[src/rtl/trig_cmp_clear_pkg.sv]
package trig_cmp_clear_pkg;

    typedef enum logic [1:0] {
        TM_OFF   = 2'd0,
        TM_TICK  = 2'd1,
        TM_EDGE  = 2'd2,
        TM_IDLE  = 2'd3
    } trig_mode_e;

    typedef enum logic [1:0] {
        CM_LE    = 2'd0,
        CM_GE    = 2'd1,
        CM_WIN   = 2'd2,
        CM_NONE  = 2'd3
    } cmp_mode_e;

    typedef struct packed {
        logic [1:0] mode;
        logic       clear;
    } tcc_ctl_t;

endpackage

[src/rtl/tcc_trig_sync.sv]
module tcc_trig_sync #(
    parameter int STAGES = 2
) (
    input  logic clk,
    input  logic rst_n,
    input  logic pol,
    input  logic async_i,
    output logic level_o,
    output logic edge_o
);
    localparam int CHAIN_W = STAGES + 1;

    logic [CHAIN_W-1:0] chain_d, chain_q;
    logic               prev;

    always_comb begin
        chain_d = {chain_q[CHAIN_W-2:0], async_i};
        level_o = chain_q[STAGES-1];
        prev    = chain_q[STAGES];
        edge_o  = pol ? (prev & ~level_o) : (level_o & ~prev);
    end

    always_ff @(posedge clk or negedge rst_n) begin
        if (!rst_n) chain_q <= '0;
        else        chain_q <= chain_d;
    end

endmodule

[src/rtl/tcc_prescaler.sv]
module tcc_prescaler #(
    parameter int DIV_W = 2
) (
    input  logic             clk,
    input  logic             rst_n,
    input  logic             run_i,
    input  logic             restart_i,
    input  logic             tick_i,
    input  logic [DIV_W-1:0] div_sel,
    output logic             fire_o
);
    localparam int MAX_EXP = (1 << DIV_W) - 1;
    localparam int PW      = (MAX_EXP < 1) ? 1 : MAX_EXP;

    logic [PW-1:0] cnt_d, cnt_q;
    logic [PW-1:0] limit;

    always_comb begin
        limit  = PW'((32'd1 << div_sel) - 32'd1);
        fire_o = run_i & ~restart_i & tick_i & (cnt_q >= limit);
        cnt_d  = cnt_q;
        if (restart_i || !run_i) cnt_d = '0;
        else if (tick_i)         cnt_d = fire_o ? '0 : cnt_q + 1'b1;
    end

    always_ff @(posedge clk or negedge rst_n) begin
        if (!rst_n) cnt_q <= '0;
        else        cnt_q <= cnt_d;
    end

endmodule

[src/rtl/tcc_compare.sv]
module tcc_compare import trig_cmp_clear_pkg::*; #(
    parameter int CNT_W = 16
) (
    input  logic [CNT_W-1:0] count_i,
    input  logic [CNT_W-1:0] top_i,
    input  logic [1:0]       cmp_sel,
    output logic             match_o
);
    localparam int HALF = CNT_W / 2;

    logic [CNT_W-1:0] ceil_v, floor_v;

    always_comb begin
        ceil_v  = {{(CNT_W-HALF){1'b0}}, top_i[CNT_W-1:CNT_W-HALF]};
        floor_v = {{(CNT_W-HALF){1'b0}}, top_i[HALF-1:0]};
        case (cmp_mode_e'(cmp_sel))
            CM_LE:   match_o = (count_i <= top_i);
            CM_GE:   match_o = (count_i >= top_i);
            CM_WIN:  match_o = (count_i <= ceil_v) && (count_i >= floor_v);
            default: match_o = 1'b0;
        endcase
    end

endmodule

[src/rtl/trig_cmp_clear.sv]
module trig_cmp_clear import trig_cmp_clear_pkg::*; #(
    parameter int CNT_W       = 16,
    parameter int DIV_W       = 2,
    parameter int SYNC_STAGES = 2
) (
    input  logic             clk,
    input  logic             rst_n,
    input  logic [1:0]       cfg_mode,
    input  logic [DIV_W-1:0] cfg_div,
    input  logic [1:0]       cfg_cmp,
    input  logic             cfg_pol,
    input  logic             cfg_gate_en,
    input  logic [CNT_W-1:0] count_i,
    input  logic [CNT_W-1:0] top_i,
    input  logic             tick_i,
    input  logic             trig_i,
    output logic             clear_o,
    output logic             cnt_en_o,
    output logic             match_o
);
    tcc_ctl_t st_d, st_q;
    logic     trig_lvl, trig_edge, tick_fire, mode_chg, run_tick, evt;

    tcc_trig_sync #(.STAGES(SYNC_STAGES)) u_sync (
        .clk     (clk),
        .rst_n   (rst_n),
        .pol     (cfg_pol),
        .async_i (trig_i),
        .level_o (trig_lvl),
        .edge_o  (trig_edge)
    );

    tcc_prescaler #(.DIV_W(DIV_W)) u_presc (
        .clk       (clk),
        .rst_n     (rst_n),
        .run_i     (run_tick),
        .restart_i (mode_chg),
        .tick_i    (tick_i),
        .div_sel   (cfg_div),
        .fire_o    (tick_fire)
    );

    tcc_compare #(.CNT_W(CNT_W)) u_cmp (
        .count_i (count_i),
        .top_i   (top_i),
        .cmp_sel (cfg_cmp),
        .match_o (match_o)
    );

    always_comb begin
        mode_chg = (cfg_mode != st_q.mode);
        run_tick = (trig_mode_e'(cfg_mode) == TM_TICK);
        case (trig_mode_e'(cfg_mode))
            TM_TICK: evt = tick_fire;
            TM_EDGE: evt = trig_edge;
            default: evt = 1'b0;
        endcase
        st_d.mode  = cfg_mode;
        st_d.clear = evt & match_o;
    end

    always_ff @(posedge clk or negedge rst_n) begin
        if (!rst_n) st_q <= '0;
        else        st_q <= st_d;
    end

    assign clear_o  = st_q.clear;
    assign cnt_en_o = ~(cfg_gate_en & (trig_lvl ^ cfg_pol));

endmodule

[config.mk]
export PLATFORM = sky130hd
export DESIGN_NAME = trig_cmp_clear
export DESIGN_NICKNAME = d
export VERILOG_FILES = /design/src/rtl/trig_cmp_clear_pkg.sv /design/src/rtl/tcc_trig_sync.sv /design/src/rtl/tcc_prescaler.sv /design/src/rtl/tcc_compare.sv /design/src/rtl/trig_cmp_clear.sv
export SDC_FILE = /design/constraint.sdc
export NUM_CORES = 1
export LEC_CHECK = 0
export ABC_AREA = 1
export BUFFER_PORTS_ARGS = -buffer_cell sky130_fd_sc_hd__clkbuf_2
export CAP_MARGIN = 20
export CORE_MARGIN = 2
export CORE_UTILIZATION = 41
export CTS_CLUSTER_DIAMETER = 30
export DETAILED_ROUTE_END_ITERATION = 16
export GPL_TIMING_DRIVEN = 0
export PLACE_DENSITY_LB_ADDON = 0.05
export SYNTH_ARGS = -nofsm -noshare
export SYNTH_HDL_FRONTEND = slang
export SYNTH_SLANG_ARGS = --single-unit
[constraint.sdc]
create_clock -name clk -period 2.15 [get_ports clk]
set_clock_uncertainty 0.1 [all_clocks]
set_input_delay 0 -clock clk [delete_from_list [all_inputs] [get_ports clk]]
set_output_delay 0 -clock clk [all_outputs]
set_load 0.02 [all_outputs]
## Word level (Yosys, flattened, before mapping)

Cells that the tools add are included.

| storage, ports and cells | value |
|---|---|
| word-level logic and storage cells | 40 |
| output and inout bits | 3 |
| register bits | 9 |
| input bits | 44 |

| operators by class | value |
|---|---|
| equality and inequality tests | 5 |
| multiplexer cells | 6 |
| reduce and logical (&&, ||, !) cells | 5 |
| shifts and indexed selects | 1 |
| $add $sub $neg | 2 |
| bitwise gates (word level) | 12 |
| order comparisons | 5 |

Operators by type and width:

| cell | number |
|---|---|
| $ge A16 B16 Y1 | 1 |
| $ge A16 B8 Y1 | 1 |
| $le A16 B16 Y1 | 1 |
| $le A16 B8 Y1 | 1 |
| $mux W3 | 3 |
| $and A1 B1 Y1 | 7 |
| $eq A2 B1 Y1 const B | 2 |
| $eq A2 B2 Y1 const B | 2 |
| $not A1 Y1 | 4 |
| $add A3 B1 Y3 const B | 1 |
| $ge A3 B3 Y1 | 1 |
| $pmux W1 S3 | 1 |
| $shl A1 B2 Y3 const A | 1 |
| $sub A3 B1 Y3 const B | 1 |
| $logic_not A2 Y1 | 1 |
| $ne A2 B2 Y1 | 1 |
| $pmux W1 S2 | 1 |
| $reduce_bool A2 Y1 | 1 |
| $logic_and A1 B1 Y1 | 1 |
| $logic_not A1 Y1 | 1 |
| $logic_or A1 B1 Y1 | 1 |
| $mux W1 | 1 |
| $xor A1 B1 Y1 | 1 |

## Longest topological paths before layout

| logic depth | value |
|---|---|
| word-level depth | 8 |
| mapped depth | 15 |
| mapped depth without buffers | 15 |

## Hierarchy

From an unflattened synthesis, not the netlist that was laid out.

| second synthesis, totals | value |
|---|---|
| cells, all modules | 191 |
| area, all modules | 1,278.7 um^2 |

By module, submodules not included:

| module | cells each | area each (um^2) | instances | seq. area each (um^2) |
|---|---|---|---|---|
| tcc_compare | 119 | 728.2 | 1 | 0.0 |
| tcc_prescaler | 42 | 275.3 | 1 | 75.1 |
| trig_cmp_clear | 21 | 175.2 | 1 | 75.1 |
| tcc_trig_sync | 9 | 100.1 | 1 | 75.1 |

## Worst setup path after synthesis

No wires, ideal clock.

| path | value |
|---|---|
| path type | register -> register |
| from | register u_presc.cnt_q[2] |
| to | register st_q, in the netlist clear_o |
| cell stages (with the launch flop) | 8 |
| data arrival time | 1.295 ns |
| slack | 0.635 ns |
| period minus slack after synthesis | 1.515 ns |
| data required time | 1.930 ns |
| cells stage by stage | dfrtp_1 ha_1 a21oi_1 o21ai_1 a31oi_1 nor2_1 o21bai_1 nor2_2 |

RTL lines:

| element | RTL line | RTL |
|---|---|---|
| start, declared | tcc_prescaler.sv:15 | `logic [PW-1:0] cnt_d, cnt_q;` |
| start signal, assigned | tcc_prescaler.sv:28 | `else cnt_q <= cnt_d;` |
| end signal, assigned | trig_cmp_clear.sv:64 | `else st_q <= st_d;` |
| end, declared | trig_cmp_clear.sv:21 | `tcc_ctl_t st_d, st_q;` |

## Final worst setup path

| path | value |
|---|---|
| from | register u_presc.cnt_q[2] |
| to | register u_presc.cnt_q[2] |

| on the way | value |
|---|---|
| cells in the longest elaborated chain, start to end | 5 |
| elaborated cells on any way between the ends | 6 |

RTL lines:

| element | RTL line | RTL |
|---|---|---|
| $ge A3 B3 Y1 | tcc_prescaler.sv:20 | `fire_o = run_i & ~restart_i & tick_i & (cnt_q >= limit);` |
| $and A1 B1 Y1 | tcc_prescaler.sv:20 |  |
| $mux W3 * (2 in a row) | tcc_prescaler.sv:23 | `else if (tick_i) cnt_d = fire_o ? '0 : cnt_q + 1'b1;` |
| $mux W3 * | tcc_prescaler.sv:22 | `if (restart_i \|\| !run_i) cnt_d = '0;` |

Every way passes the cells marked *; elsewhere a longest branch is shown, timed or not. The select of a mux whose other input is x is not followed.
A chain may end at the register's enable or synchronous reset.

==> summary.md <==
| Metric | Value |
|---|---|
| Status | `completed` |
| Post-CTS Setup Bufs | `0` |
| Die width | `58.04 um` |
| Share of cells above drive strength 1 | `between 20% and 30%` |
| Initial drt markers | `30` |
| Tot GR Track Use | `16.87%` |
| Final core occ | `between 50% and 60%` |
| Site Rows | `19` |
| Top cell family by delay on the critical path | `compound AO/OA/AOI/OAI gates` |
| Seq/Total Area, Yosys | `a little under a fifth` |
| Lkg Pwr | `~0.95 nW` |
| Worst-path fanout max | `3` |
| Maxcap violations | `0` |
| Post-synthesis cell type count | `21` |
| CTS max path bufs | `2` |
| Critical path buffer and inverter count | `0` |
| Clk slew on worst S/H paths | `60 ps` |
| Unrepaired setup endpoints after global routing | `no` |
| Yosys top cell by area | `ha_1` |
| Most frequent cell on the critical path | `o21ai_1` |
| Setup CP Type | `register to register` |
| Critical path arrival | `between 1500 and 2000 ps` |
| DRC Markers | `0` |
| Fin crit period | `between 1500 and 2000 ps` |
| Final nets | `slightly above 300` |
| Number of diodes | `0` |
| Setup tns final | `0 ps` |
| Most frequent cells in the layout | `clkbuf_2, nand2_1, inv_1` |
| Area contributors post-synth | `ha_1, dfrtp_1, nand2_1` |
| Hold Violations, Final | `0` |
| ANT nets after route | `0` |
| Worst hold path type | `primary input to asynchronous set/reset pin` |
| Ports | `47` |
| Resized Gates After CTS | `0` |
| Routed length per instance | `9.317 um` |
| Crit path cell chain | `ha_1, a21oi_1, o21ai_1, a31oi_1, nand4_1, o21ai_1` |
| Slew @ Worst Pin | `~250 ps` |
| Layout area overhead | `28.84%` |
| Achievable Freq | `a little under 600 MHz` |
| VDD IR max | `around 0.00037 V` |
| TritonCTS clock tree | `built` |
| Most common library cell in the layout ignoring fill and taps | `clkbuf_2` |
| Slew Viols, Final | `0` |
| Largest net degree at the start of global routing | `10` |
| CP Data Required Time | `roughly 2200 ps` |
| Synthesis warning total | `0` |
| First-pass GRT wire length | `about 4500 um` |
| Die ar. | `approximately 0.0034 mm^2` |
| I/O Buffers | `46` |
| Critical path capture point type | `register` |
| Final period utilization | `79.55%` |
| Core Area | `about 0.0028 mm^2` |
| Cells after synthesis | `173` |
| FILL cells | `271` |
| DP HPWL | `between 2000 and 2500 um` |
| Number of global-route vias before repair | `around 1,200` |
| Clock Sinks | `9` |
| #FFs+latches synth | `9` |
| Area share of the largest cell type after synthesis | `around a third` |
| Power Total | `0.0005121 W` |
| H-Tree Level Count | `1` |
| Syn Nets | `247` |
| Slew HR | `a little over four fifths` |
| Final WL | `2413 um` |
| Largest stage delay, worst path | `410 ps` |
| Clock Latency Late Sink | `~260 ps` |
| CP Launch Type | `register` |
| Pwr Density | `approximately 330 mW/mm^2` |
| DIE HEIGHT | `just under 60 um` |
| Initial antenna violation count | `0` |
| Avg Inst Size Synth | `6.921 um^2` |
| Final setup viols | `0` |
| Syn Std Cell Area | `0.001197 mm^2` |
| Total congestion overflow | `0` |
| Vias | `approximately 1,200` |
| Worst path slowest cell | `dfrtp_1` |
| Starting density of the core | `43.42%` |
| Via/cell ratio | `~4.6` |
| Post-cts hold buffer count | `5` |
| Hold Worst Slack | `between 20 and 30 ps` |
| First-pass DRT Iterations | `4` |
| Cts bufs inserted | `3` |
| Root Driver | `clkbuf_4` |
| GPL Wtd Cong | `0.7498` |
[layer usage]
| layer | up-vias | wire (um) | global-route usage (%) | share of wire, % |
|---|---|---|---|---|
| met1 | 505 | 1120 | 20.82 | 46 |
| met3 | 2 | 135 | 3.348 | 5.6 |
| li1 | 666 | - | - | - |
| met5 | - | 0 | 0 | 0 |
| met2 | 31 | 1140 | 30.52 | 47 |
| met4 | 0 | 17 | 2.990 | 0.70 |
[stage by stage]
step	instances	area, um^2	setup WS (ps)
6_report	259	1543	439.6
3_3_place_gp	250	1466	510.5
5_1_grt	259	1543	292.7
4_1_cts	259	1543	464.6
2_1_floorplan	173	1197	635.3
3_5_place_dp	250	1466	480.0
[state kept, by name, summed over array words and instances, names as in the netlist]
register        cells
clear_o             1
u_sync.chain_q      3
st_q                2
u_presc.cnt_q       3
[final cells by class]
type,instances,area [um^2],share of cell area [%]
clock buffer,4,26.28,1.703
inverter,34,127.6,8.272
multi-input combinational,130,844.6,54.74
sequential,9,225.2,14.60
tap,31,38.79,2.514
timing repair buffer,51,280.3,18.17
[synth_stat cells]
cell	instances
inv_1	32
a31oi_1	1
or2_2	1
dfrtp_1	9
ha_1	30
a21o_1	2
nor3_2	2
nor2_1	18
inv_2	2
nand4_1	3
nand2_2	1
nand3_1	7
a21oi_1	10
a21oi_2	1
o21ai_1	4
xnor2_1	1
o21bai_1	1
nor2_2	4
o21ai_0	3
nand2_1	40
xor2_1	1
[path summary, 6_finish.rpt]
check	startpoint	endpoint	slack, ps	cells past startpoint
min in group clk	cfg_cmp[1]	clear_o	80	6
setup reg to reg	u_presc.cnt_q[2]	u_presc.cnt_q[2]	440	6
hold reg to reg	u_sync.chain_q[0]	u_sync.chain_q[1]	260	0
setup / recovery	u_presc.cnt_q[2]	u_presc.cnt_q[2]	440	6
max in group asynchronous	rst_n	st_q[2]	1730	2
hold / removal	rst_n	clear_o	30	2
[logic make-up after synthesis]
logic type,after synthesis,share of synthesized area [%]
flip-flops,9,18.81
AO/OA/AOI/OAI,22,10.24
XOR/XNOR,2,1.463
adder cells (fa/ha/maj),30,31.35
buffers and inverters,34,10.66
AND/OR/NAND/NOR,76,27.48
[power by group]
group | internal [W] | switching, W
clock | 0.0000712 | 0.0000548
combinational | 0.0000966 | 0.000112
sequential | 0.000175 | 0.00000260
total | 0.000343 | 0.000169
No activity file was read; power rests on OpenSTA's default activity.
